File: config.mk
export PLATFORM = sky130hd
export DESIGN_NAME = seq_slave_cnt
export DESIGN_NICKNAME = d
export VERILOG_FILES = /design/src/rtl/seq_pkg.sv /design/src/rtl/seq_edge_det.sv /design/src/rtl/seq_addr_cnt.sv /design/src/rtl/seq_win_dec.sv /design/src/rtl/seq_slave_cnt.sv
export SDC_FILE = /design/constraint.sdc
export NUM_CORES = 1
export LEC_CHECK = 0
export ABC_AREA = 1
export BUFFER_PORTS_ARGS = -buffer_cell sky130_fd_sc_hd__buf_2
export CAP_MARGIN = 25
export CORE_MARGIN = 2
export CORE_UTILIZATION = 33
export DETAILED_ROUTE_END_ITERATION = 10
export HOLD_SLACK_MARGIN = 0.15
export MAX_ROUTING_LAYER = met4
export SYNTH_ARGS = -nofsm -noshare
export SYNTH_HDL_FRONTEND = slang
export SYNTH_SLANG_ARGS = --single-unit
File: constraint.sdc
create_clock -name clk_i -period 1.71 [get_ports clk_i]
set_clock_uncertainty 0.05 [all_clocks]
set_input_delay 0.342 -clock clk_i [delete_from_list [all_inputs] [get_ports clk_i]]
set_output_delay 0.342 -clock clk_i [all_outputs]
set_load 0.01 [all_outputs]
File: src/rtl/seq_pkg.sv
package seq_pkg;
  localparam int AM_W = 6;
  typedef logic [AM_W-1:0] am_t;

  function automatic logic am_is_seq(am_t am, am_t code0, am_t code1);
    return (am == code0) || (am == code1);
  endfunction
endpackage

File: src/rtl/seq_edge_det.sv
module seq_edge_det #(
  parameter int W = 1
) (
  input  logic         clk_i,
  input  logic         rst_ni,
  input  logic [W-1:0] sig_i,
  output logic [W-1:0] fall_o,
  output logic [W-1:0] rise_o
);
  logic [W-1:0] prev_q;

  // bus strobes idle high
  always_ff @(posedge clk_i or negedge rst_ni) begin
    if (!rst_ni) prev_q <= '1;
    else         prev_q <= sig_i;
  end

  assign fall_o = prev_q & ~sig_i;
  assign rise_o = ~prev_q & sig_i;
endmodule

File: src/rtl/seq_addr_cnt.sv
module seq_addr_cnt #(
  parameter int ADDR_W     = 16,
  parameter int STEP_SHIFT = 1
) (
  input  logic              clk_i,
  input  logic              rst_ni,
  input  logic              load_i,
  input  logic              inc_i,
  input  logic [ADDR_W-1:0] load_val_i,
  output logic [ADDR_W-1:0] cnt_o
);
  localparam logic [ADDR_W-1:0] STEP = ADDR_W'(1) << STEP_SHIFT;

  always_ff @(posedge clk_i or negedge rst_ni) begin
    if (!rst_ni)     cnt_o <= '0;
    else if (load_i) cnt_o <= load_val_i;
    else if (inc_i)  cnt_o <= cnt_o + STEP;  // wraps modulo 2^ADDR_W
  end
endmodule

File: src/rtl/seq_win_dec.sv
module seq_win_dec #(
  parameter int          ADDR_W     = 16,
  parameter int          STEP_SHIFT = 1,
  parameter logic [ADDR_W-1:0] BASE  = 16'h0100,
  parameter logic [ADDR_W-1:0] LIMIT = 16'h01FF,
  parameter int          ILV_LOG2   = 1,
  parameter int          ILV_OFS    = 0
) (
  input  logic [ADDR_W-1:0] addr_i,
  output logic              hit_o
);
  logic in_range;
  logic lane_ok;

  assign in_range = (addr_i >= BASE) && (addr_i <= LIMIT);

  generate
    if (ILV_LOG2 > 0) begin : g_ilv
      localparam logic [ILV_LOG2-1:0] LANE = ILV_LOG2'(ILV_OFS);
      assign lane_ok = (addr_i[STEP_SHIFT +: ILV_LOG2] == LANE);
    end else begin : g_flat
      assign lane_ok = 1'b1;
    end
  endgenerate

  assign hit_o = in_range && lane_ok;
endmodule

File: src/rtl/seq_slave_cnt.sv
module seq_slave_cnt
  import seq_pkg::*;
#(
  parameter int                ADDR_W     = 16,
  parameter int                STEP_SHIFT = 1,
  parameter logic [ADDR_W-1:0] BASE       = 16'h0100,
  parameter logic [ADDR_W-1:0] LIMIT      = 16'h01FF,
  parameter int                ILV_LOG2   = 1,
  parameter int                ILV_OFS    = 0,
  parameter logic [5:0]        SEQ_AM0    = 6'h0B,
  parameter logic [5:0]        SEQ_AM1    = 6'h0F
) (
  input  logic              clk_i,
  input  logic              rst_ni,
  input  logic              as_n_i,
  input  logic              ds0_n_i,
  input  logic              wr_n_i,
  input  logic [5:0]        am_i,
  input  logic [ADDR_W-1:0] addr_i,
  output logic [ADDR_W-1:0] addr_o,
  output logic              sel_o,
  output logic              beat_o,
  output logic              wr_o
);
  logic as_fall, as_rise_unused;
  logic ds_fall, ds_rise;
  logic act_q;
  logic load, inc, hit;

  seq_edge_det #(.W(1)) i_as_edge (
    .clk_i(clk_i), .rst_ni(rst_ni), .sig_i(as_n_i),
    .fall_o(as_fall), .rise_o(as_rise_unused)
  );

  seq_edge_det #(.W(1)) i_ds_edge (
    .clk_i(clk_i), .rst_ni(rst_ni), .sig_i(ds0_n_i),
    .fall_o(ds_fall), .rise_o(ds_rise)
  );

  assign load = as_fall && am_is_seq(am_t'(am_i), am_t'(SEQ_AM0), am_t'(SEQ_AM1));
  assign inc  = act_q && !as_n_i && ds_rise;

  always_ff @(posedge clk_i or negedge rst_ni) begin
    if (!rst_ni)     act_q <= 1'b0;
    else if (as_n_i) act_q <= 1'b0;
    else if (load)   act_q <= 1'b1;
  end

  seq_addr_cnt #(.ADDR_W(ADDR_W), .STEP_SHIFT(STEP_SHIFT)) i_cnt (
    .clk_i(clk_i), .rst_ni(rst_ni), .load_i(load), .inc_i(inc),
    .load_val_i(addr_i), .cnt_o(addr_o)
  );

  seq_win_dec #(
    .ADDR_W(ADDR_W), .STEP_SHIFT(STEP_SHIFT), .BASE(BASE), .LIMIT(LIMIT),
    .ILV_LOG2(ILV_LOG2), .ILV_OFS(ILV_OFS)
  ) i_win (
    .addr_i(addr_o), .hit_o(hit)
  );

  assign sel_o = act_q && hit;

  always_ff @(posedge clk_i or negedge rst_ni) begin
    if (!rst_ni) begin
      beat_o <= 1'b0;
      wr_o   <= 1'b0;
    end else begin
      beat_o <= ds_fall && act_q && !as_n_i && sel_o;
      if (ds_fall && act_q && !as_n_i && sel_o) wr_o <= !wr_n_i;
    end
  end
endmodule

# --- After elaboration in Yosys (flattened, before gate mapping) ---
# Cells that the tools add are included.
totals:
  regBits: 21
  in_bits: 27
  out_inout_bits: 19
  elab_cells: 36
classes:
  addsub: 1
  magnitude_cmp: 2
  eq_ne: 2
  muxes: 4
  bitwise: 7
  reduce_logical: 14
op_table:
  columns: ["cell", "n"]
  rows:
  - ["$mux 16", 2]
  - ["$add 16x2->16 const B", 1]
  - ["$ge 16x9->1 const B", 1]
  - ["$le 16x9->1 const B", 1]
  - ["$eq 6x4->1 const B", 2]
  - ["$logic_and 1x1->1", 9]
  - ["$not 1->1", 4]
  - ["$reduce_bool 2->1", 2]
  - ["$and 1x1->1", 3]
  - ["$logic_not 1->1", 2]
  - ["$mux 1", 2]
  - ["$logic_or 1x1->1", 1]

# --- Longest topological paths before layout ---
# Gate-level depths: netlist of the first run.
logic_depth:
  word_depth: 5
  depth_mapped: 10
  depth_no_buf: 9

# --- Modules after synthesis ---
# A second synthesis of the first run with hierarchy kept.
hier_totals:
  hier_cells: 172
  area_unflattened_um2: 1266.2
modules_own_cells:
  columns: ["module", "n_inst", "cells_per_inst", "area_each_um2", "seq_area_each_um2"]
  rows:
  - ["seq_addr_cnt", 1, 132, 1001.0, 400.4]
  - ["seq_slave_cnt", 1, 21, 147.6, 75.1]
  - ["seq_edge_det", 2, 5, 41.3, 26.3]
  - ["seq_win_dec", 1, 9, 35.0, 0.0]

# --- Worst setup path before layout of the first run ---
# No wires, ideal clock.
synth_path:
  path_type: "register to output"
  start: "register i_cnt.cnt_o[9]"
  end: "output sel_o"
  t_arrival_ns: 1.070
  required_time_ns: 1.318
  path_slack_ns: 0.248
  path_stages_with_launch: 3
  path_buffers: 0
  path_cell_list: "dfrtp_1 -> or2_2 -> nor3_1"
synth_between:
  elab_chain_cells: 4
  elab_cells_between_ends: 5
  cone_classes: "order compare (2); reduce/logical (3)"
synth_rtl:
  columns: ["item", "line", "source"]
  rows:
  - ["start, declared", "seq_addr_cnt.sv:10", "output logic [ADDR_W-1:0] cnt_o"]
  - ["start signal, assigned", "seq_addr_cnt.sv:16", "else if (load_i) cnt_o <= load_val_i;"]
  - ["start signal, assigned", "seq_addr_cnt.sv:17", "else if (inc_i) cnt_o <= cnt_o + STEP;"]
  - ["$ge 16x9->1 / $le 16x9->1 (equally long branches)", "seq_win_dec.sv:15", "assign in_range = (addr_i >= BASE) && (addr_i <= LIMIT);"]
  - ["$logic_and 1x1->1 (*)", "seq_win_dec.sv:15", null]
  - ["$logic_and 1x1->1 (*)", "seq_win_dec.sv:26", "assign hit_o = in_range && lane_ok;"]
  - ["$logic_and 1x1->1 (*)", "seq_slave_cnt.sv:61", "assign sel_o = act_q && hit;"]
  - ["end, declared", "seq_slave_cnt.sv:21", "output logic sel_o,"]
# Every way passes the cells marked *; elsewhere a longest branch is shown, timed or not.

# --- Worst setup path in the final report of the first run ---
layout_path:
  start: "register i_cnt.cnt_o[11]"
  end: "output sel_o"
# The elaborated chain is that of the path after synthesis.

==> results of run 1 <==
state kept, by name, indices dropped and copies added (netlist names):
name	count
act_q	1
beat_o	1
i_ds_edge.prev_q	1
i_cnt.cnt_o	16
wr_o	1
i_as_edge.prev_q	1
power by group:
| group | internal (mW) | total, mW | switching (mW) |
|---|---|---|---|
| clock | 0.164 | 0.361 | 0.198 |
| combinational | 0.100 | 0.213 | 0.112 |
| sequential | 0.533 | 0.572 | 0.0391 |
per-layer routing:
layer	global-route usage	vias up	share of wire
met5	-	-	0
met4	0.0513	0	0.016
met3	0.0218	5	0.052
met2	0.252	37	0.46
met1	0.220	634	0.47
li1	-	754	-
synthesized netlist by cell type (3+ instances only):
| cell type | instances | area [sq um] |
|---|---|---|
| sky130_fd_sc_hd__nand2_1 | 68 | 255 |
| sky130_fd_sc_hd__inv_1 | 22 | 82.6 |
| sky130_fd_sc_hd__nor2_1 | 22 | 82.6 |
| sky130_fd_sc_hd__nand3_1 | 21 | 105 |
| sky130_fd_sc_hd__dfrtp_1 | 19 | 475 |
| sky130_fd_sc_hd__o21ai_0 | 6 | 30.0 |
| sky130_fd_sc_hd__nand4_1 | 5 | 31.3 |
| sky130_fd_sc_hd__o21ai_2 | 5 | 43.8 |
| sky130_fd_sc_hd__a21oi_1 | 4 | 20.0 |
| sky130_fd_sc_hd__inv_2 | 4 | 15.0 |
| sky130_fd_sc_hd__nand2_2 | 3 | 18.8 |
layout make-up:
type,instances,area [sq um],share of cell area
multi-input cells,152,762,0.419
flip-flops and latches,21,531,0.292
inverters,26,97.6,0.0537
clock inverters,1,5.00,0.00275
well taps,50,62.6,0.0344
repair buffers,56,318,0.175
clock buffers,3,41.3,0.0227
placed cells by master (no fill, tap or decap), drive strengths merged:
cell / Yosys / final
nand2: 73 / 73
buf: 4 / 53
inv: 26 / 26
nor2: 25 / 25
nand3: 21 / 21
dfrtp: 19 / 19
o21ai: 12 / 12
nand4: 5 / 5
a21oi: 5 / 5
clkbuf: 0 / 3
dlygate4sd3: 0 / 3
o211ai: 2 / 2
xnor2: 2 / 2
dfstp: 2 / 2
nor3: 2 / 2
or2: 1 / 1
nand3b: 1 / 1
nor3b: 1 / 1
xor2: 1 / 1
ha: 1 / 1
clkinv: 0 / 1
kinds of logic (layout without fill, tap and decap cells):
group,after synthesis,count (layout)
AND/OR/NAND/NOR,129,129
buffers and inverters,30,86
flip-flops,21,21
AO/OA/AOI/OAI,19,19
XOR/XNOR,3,3
adder cells (fa/ha/maj),1,1
per-stage QoR:
step                power (mW)  utilization  setup WS, ns  std cells  instance area, sq um
floorplan                0.681            -         0.248        203                  1430
global placement         0.774        0.419         0.156        300                  1710
detailed placement       0.778        0.419         0.124        300                  1710
CTS                       1.13        0.439       0.00214        307                  1790
global route              1.21        0.445       0.00694        309                  1820
finish                    1.15        0.445        0.0649        309                  1820
worst max-delay path: stages, from the launching register on:
cell                      delay, ns
sky130_fd_sc_hd__dfrtp_2       0.43
sky130_fd_sc_hd__nor2_1        0.12
sky130_fd_sc_hd__nand3_1       0.12
sky130_fd_sc_hd__nor3_2        0.17
sky130_fd_sc_hd__buf_2         0.15
worst paths after layout:
| kind | to | depth (start not counted) | start |
|---|---|---|---|
| max | sel_o | 4 | i_cnt.cnt_o[11]$_DFFE_PN0P_ |
| min | wr_o$_DFFE_PN0P_ | 2 | wr_n_i |
| max reg2reg | i_cnt.cnt_o[9]$_DFFE_PN0P_ | 7 | i_as_edge.prev_q$_DFF_PN1_ |
| min reg2reg | i_cnt.cnt_o[0]$_DFFE_PN0P_ | 2 | i_cnt.cnt_o[0]$_DFFE_PN0P_ |
| max in group asynchronous | i_cnt.cnt_o[11]$_DFFE_PN0P_ | 2 | rst_ni |
| min in group asynchronous | i_cnt.cnt_o[7]$_DFFE_PN0P_ | 2 | rst_ni |
timing repair:
action                     in CTS  in global routing
gates resized for setup         1                  7
setup buffers                   0                  2
hold endpoints to repair       21                  0
setup endpoints to repair       1                  2
gates cloned                    0                  0
hold buffers                    3                  0
==> impl_metrics.prom, run 1 <==
# TYPE chip_impl_metric gauge
chip_impl_info{name="status",value="complete, no violations"} 1
chip_impl_info{name="cts_root_buf",value="sky130_fd_sc_hd__clkbuf_8"} 1
chip_impl_metric{name="ant_nets",unit=""} 0
chip_impl_metric{name="synthMuxAreaShare",unit=""} 0
chip_impl_metric{name="cts_inserted_buffers",unit=""} 3
chip_impl_metric{name="tightestPinTransition",unit="ns"} 0.497
chip_impl_metric{name="critical_path_arrival",unit="ns"} 1.25
chip_impl_metric{name="drt_wl_total",unit="mm"} 3.64
chip_impl_metric{name="syn_inst",unit=""} 203
chip_impl_metric{name="yosysSeqAreaShare",unit=""} 0.370
chip_impl_metric{name="vias",unit=""} 1430
chip_impl_info{name="setup_crit_end_kind",value="primary output"} 1
chip_impl_info{name="rsz0062_at_grt",value="no"} 1
chip_impl_metric{name="synth_compound_gate_area_share",unit=""} 0.0859
chip_impl_metric{name="clk_transition_reported_paths",unit="ns"} 0.09
chip_impl_metric{name="reg2reg_slack",unit="ns"} 0.16
chip_impl_info{name="path_class",value="reg2out"} 1
chip_impl_metric{name="worst_skew_late_latency",unit="ns"} 0.27
chip_impl_metric{name="die_height",unit="um"} 69.8
chip_impl_metric{name="netlist_area",unit="sq um"} 1430
chip_impl_metric{name="drc_errors",unit=""} 0
chip_impl_info{name="min-delay-path-class",value="in2reg"} 1
chip_impl_metric{name="initial_antenna_violation_count",unit=""} 0
chip_impl_metric{name="leakagePower",unit="nW"} 0.968
chip_impl_metric{name="number_of_global_route_vias_before_repair",unit=""} 1349
chip_impl_metric{name="synthesis.area_per_instance",unit="sq um"} 7.03
chip_impl_metric{name="routabilityCongestion",unit=""} 0.911
chip_impl_metric{name="synth_enable_flop_cells",unit=""} 0
chip_impl_metric{name="critPathRequiredTime",unit="ns"} 1.32
chip_impl_metric{name="grt_max_degree",unit=""} 22
chip_impl_metric{name="dpl.hpwl",unit="mm"} 2.72
chip_impl_metric{name="buffer_ports.inserted",unit=""} 44
chip_impl_metric{name="initialDrtViolationCount",unit=""} 70
chip_impl_info{name="cp-start-kind",value="register"} 1
chip_impl_metric{name="cap_violations",unit=""} 0
chip_impl_info{name="synth_top_family_by_area",value="simple AND/OR/NAND/NOR gates"} 1
chip_impl_metric{name="vdd_ir_drop_max",unit="mV"} 0.294
chip_impl_metric{name="power_per_cell_area",unit="nW/um^2"} 631
chip_impl_metric{name="post-route-period-util",unit=""} 0.962
chip_impl_metric{name="dieWidth",unit="um"} 69.8
chip_impl_metric{name="insertedDiodeCount",unit=""} 0
chip_impl_metric{name="share_of_cells_above_drive_strength_1",unit=""} 0.332
chip_impl_metric{name="clock_path_buffers",unit=""} 2
chip_impl_metric{name="timing.setup.tns",unit="ns"} 0
chip_impl_metric{name="achievable-frequency",unit="MHz"} 608
chip_impl_metric{name="yosys.area_share.adder",unit=""} 0.00876
chip_impl_info{name="tritoncts",value="built"} 1
chip_impl_metric{name="cts.sink_count",unit=""} 21
chip_impl_metric{name="synthToLayoutAreaGrowth",unit="%"} 27.3
chip_impl_metric{name="slew_violations",unit=""} 0
chip_impl_metric{name="yosys.cell_types.count",unit=""} 29
chip_impl_metric{name="ys_ff_latch",unit=""} 21
chip_impl_metric{name="asyncSetResetFlopFracSynth",unit=""} 1.00
chip_impl_metric{name="post_drt_wl_per_cell",unit="um"} 11.8
chip_impl_metric{name="layout.nets",unit=""} 288
chip_impl_metric{name="std_cell_rows",unit=""} 23
chip_impl_metric{name="cp_max_fo",unit=""} 3
chip_impl_metric{name="nFillCells",unit=""} 445
chip_impl_metric{name="detail_route.first_pass.iterations",unit=""} 4
chip_impl_metric{name="finalWorstPathRequiredPeriod",unit="ns"} 1.65
chip_impl_metric{name="post_synth_xor_area_fraction",unit=""} 0.0184
chip_impl_metric{name="ys.warnings.count",unit=""} 0
chip_impl_metric{name="slew_headroom",unit=""} 0.668
chip_impl_metric{name="groute.usage.overall",unit=""} 0.162
chip_impl_metric{name="dieArea",unit="sq um"} 4870
chip_impl_metric{name="fin_worst_hold_slack",unit="ns"} 0.198
chip_impl_metric{name="floorplan.core_area",unit="sq um"} 4090
chip_impl_info{name="yosys_most_used_dff",value="sky130_fd_sc_hd__dfrtp_1"} 1
chip_impl_metric{name="post_synth_and_or_nand_nor_area_fraction",unit=""} 0.414
chip_impl_metric{name="grt-ovfl-total",unit=""} 0
chip_impl_metric{name="finalSetupViolations",unit=""} 0
chip_impl_metric{name="pin_count",unit=""} 46
chip_impl_metric{name="start_util",unit=""} 0.349
chip_impl_metric{name="first_pass_grt_wire_length",unit="mm"} 6.24
chip_impl_metric{name="final_hold_viol_count",unit=""} 0
chip_impl_metric{name="htreeDepth",unit=""} 1
chip_impl_metric{name="routed_via_density",unit=""} 4.63
chip_impl_metric{name="synthesis.nets",unit=""} 231
(Power assumes the default switching activity.)
==> run 2: changes to the inputs <==
- SYNTH_HIERARCHICAL: default -> 1
==> impl_metrics.prom, run 2 <==
# TYPE chip_impl_metric gauge
chip_impl_metric{name="slew_violations",unit=""} 0
chip_impl_info{name="cp-start-kind",value="register"} 1
chip_impl_metric{name="ant_nets",unit=""} 0
chip_impl_metric{name="groute.usage.overall",unit=""} 0.163
chip_impl_metric{name="sw_frac_of_total",unit=""} 0.323
chip_impl_metric{name="cp_max_fo",unit=""} 6
chip_impl_info{name="status",value="complete, no violations"} 1
chip_impl_info{name="setup_crit_end_kind",value="primary output"} 1
chip_impl_metric{name="ys.warnings.count",unit=""} 6
chip_impl_metric{name="std_cell_rows",unit=""} 22
chip_impl_metric{name="worst_skew_late_latency",unit="ns"} 0.27
chip_impl_metric{name="first_pass_grt_wire_length",unit="mm"} 5.29
chip_impl_metric{name="largest_register_ffs",unit=""} 16
chip_impl_metric{name="leakagePower",unit="nW"} 0.870
chip_impl_metric{name="fin_util",unit=""} 0.464
chip_impl_metric{name="critPathRequiredTime",unit="ns"} 1.32
chip_impl_info{name="layout_common_cells",value="sky130_fd_sc_hd__nand2_1, sky130_fd_sc_hd__buf_2, sky130_fd_sc_hd__inv_1"} 1
chip_impl_info{name="rsz0062_at_grt",value="yes"} 1
chip_impl_metric{name="synthesis.nets",unit=""} 198
chip_impl_metric{name="finalSetupViolations",unit=""} 0
chip_impl_metric{name="vias",unit=""} 1319
chip_impl_metric{name="cts.sink_count",unit=""} 21
chip_impl_metric{name="final_hold_viol_count",unit=""} 0
chip_impl_metric{name="clock_path_buffers",unit=""} 2
chip_impl_metric{name="htreeDepth",unit=""} 1
chip_impl_info{name="mostFrequentLayoutCell",value="sky130_fd_sc_hd__nand2_1"} 1
chip_impl_metric{name="die_height",unit="um"} 65.8
chip_impl_metric{name="tightestPinTransition",unit="ns"} 0.643
chip_impl_metric{name="grt-ovfl-total",unit=""} 0
chip_impl_metric{name="achievable-frequency",unit="MHz"} 601
chip_impl_metric{name="number_of_global_route_vias_before_repair",unit=""} 1184
chip_impl_metric{name="slew_headroom",unit=""} 0.571
chip_impl_metric{name="clk_transition_reported_paths",unit="ns"} 0.08
chip_impl_metric{name="p_sw",unit="uW"} 420
chip_impl_metric{name="synthesis.area_per_instance",unit="sq um"} 7.40
chip_impl_info{name="critical-path-slowest-cell",value="sky130_fd_sc_hd__dfrtp_1"} 1
chip_impl_info{name="path_class",value="reg2out"} 1
chip_impl_metric{name="netlist_area",unit="sq um"} 1260
chip_impl_metric{name="vdd_ir_drop_max",unit="mV"} 0.310
chip_impl_metric{name="detail_route.first_pass.iterations",unit=""} 4
chip_impl_metric{name="post-route-period-util",unit=""} 0.974
chip_impl_metric{name="seqPwrFrac",unit=""} 0.482
chip_impl_metric{name="initialDrtViolationCount",unit=""} 37
chip_impl_metric{name="drt_wl_total",unit="mm"} 3.23
chip_impl_metric{name="power_per_cell_area",unit="nW/um^2"} 764
chip_impl_metric{name="post_drt_wl_per_cell",unit="um"} 11.7
chip_impl_metric{name="routed_via_density",unit=""} 4.78
chip_impl_metric{name="cap_violations",unit=""} 0
chip_impl_metric{name="share_of_cells_above_drive_strength_1",unit=""} 0.351
chip_impl_metric{name="total_power",unit="mW"} 1.30
chip_impl_metric{name="finalWorstPathRequiredPeriod",unit="ns"} 1.67
chip_impl_info{name="worstPathCellList",value="nor2_1, nand3_1, nor2_2, nand2_1, clkinv_1, buf_2"} 1
chip_impl_metric{name="floorplan.core_area",unit="sq um"} 3660
chip_impl_metric{name="initial_antenna_violation_count",unit=""} 0
chip_impl_metric{name="pin_count",unit=""} 46
chip_impl_metric{name="clkPwrFrac",unit=""} 0.263
chip_impl_metric{name="worst_path_largest_cell_delay",unit="ns"} 0.45
chip_impl_info{name="min-delay-path-class",value="in2reg"} 1
chip_impl_metric{name="buffer_ports.inserted",unit=""} 44
chip_impl_metric{name="synthToLayoutAreaGrowth",unit="%"} 35.1
chip_impl_metric{name="grt_max_degree",unit=""} 22
chip_impl_metric{name="cts_inserted_buffers",unit=""} 3
chip_impl_info{name="registers.top_by_ff_count",value="i_cnt/cnt_o"} 1
chip_impl_metric{name="insertedDiodeCount",unit=""} 0
chip_impl_metric{name="critical_path_arrival",unit="ns"} 1.27
chip_impl_metric{name="dieArea",unit="sq um"} 4320
chip_impl_info{name="cts_root_buf",value="sky130_fd_sc_hd__clkbuf_8"} 1
chip_impl_metric{name="pwr-share-comb",unit=""} 0.255
chip_impl_metric{name="start_util",unit=""} 0.344
chip_impl_metric{name="dieWidth",unit="um"} 65.8
chip_impl_metric{name="layout.nets",unit=""} 257
chip_impl_metric{name="routabilityCongestion",unit=""} 0.750
chip_impl_metric{name="p_int",unit="uW"} 880
chip_impl_metric{name="drc_errors",unit=""} 0
chip_impl_metric{name="dpl.hpwl",unit="mm"} 2.37
chip_impl_metric{name="syn_inst",unit=""} 170
chip_impl_info{name="tritoncts",value="built"} 1
==> run 2: timing repair <==
item / 4_1_cts / 5_1_grt
endpoints found under the hold margin: 21 / 0
setup endpoints to repair: 1 / 15
buffers inserted: 1 / 2
cloned: 0 / 1
resized for setup: 2 / 11
hold buffers: 3 / 0
pin swaps: 0 / 1
==> run 2: power by group through the flow <==
| stage | sequential, mW | clock, mW | combinational [mW] |
|---|---|---|---|
| floorplan | 0.661 | 0 | 0.124 |
| finish | 0.627 | 0.342 | 0.331 |
| global placement | 0.637 | 0 | 0.299 |
| global route | 0.639 | 0.379 | 0.375 |
| detailed placement | 0.638 | 0 | 0.303 |
| CTS | 0.626 | 0.352 | 0.318 |
==> run 2: through the flow <==
| stage | cell area (sq um) | TNS (ns) | hold slack, ns | instances | setup WS, ns |
|---|---|---|---|---|---|
| after floorplan | 1260 | 0 | -0.00359 | 170 | 0.0910 |
| after global routing | 1700 | -0.202 | 0.189 | 276 | -0.0461 |
| after detailed placement | 1570 | 0 | 0.282 | 266 | 0.0732 |
| final | 1700 | 0 | 0.189 | 276 | 0.0449 |
| after global placement | 1570 | 0 | 0.283 | 266 | 0.0805 |
| after CTS | 1660 | 0 | 0.185 | 274 | 0.00980 |
==> run 2: cell type report <==
class,count,area [sq um]
fillers,401,1960
multi-input cells,123,642
flip-flops and latches,21,531
repair buffers,57,325
inverters,22,86.3
well taps,48,60.1
clock buffers,3,41.3
clock inverters,1,7.51
repair inverters,1,7.51
==> run 2: path summary, 6_finish.rpt <==
| check | startpoint | endpoint | slack, ns | depth (start not counted) |
|---|---|---|---|---|
| hold / removal | wr_n_i | wr_o$_DFFE_PN0P_ | 0.19 | 2 |
| setup / recovery | i_cnt/cnt_o[14]$_DFFE_PN0N_ | sel_o | 0.04 | 6 |
| max in group asynchronous | rst_ni | i_as_edge/prev_q$_DFF_PN1_ | 0.76 | 2 |
| min in group asynchronous | rst_ni | i_cnt/cnt_o[5]$_DFFE_PN0N_ | 0.50 | 2 |
| hold reg to reg | i_cnt/cnt_o[0]$_DFFE_PN0P_ | i_cnt/cnt_o[0]$_DFFE_PN0P_ | 0.43 | 2 |
| setup reg to reg | i_as_edge/prev_q$_DFF_PN1_ | i_cnt/cnt_o[12]$_DFFE_PN0N_ | 0.10 | 11 |
==> run 2: worst max-delay path: cells and delay by family, from the launching register on <==
family | cells | cell delay, ns
and+or+nand+nor | 4 | 0.37
buffers and inverters | 2 | 0.18
DFF | 1 | 0.45
==> run 2: routing by layer <==
metal | vias to the layer above | routed length, um | GRT usage
li1 | 670 | - | -
met1 | 610 | 1480 | 0.202
met2 | 34 | 1540 | 0.275
met3 | 5 | 169 | 0.0274
met4 | 0 | 35 | 0.0469
met5 | - | 0 | -
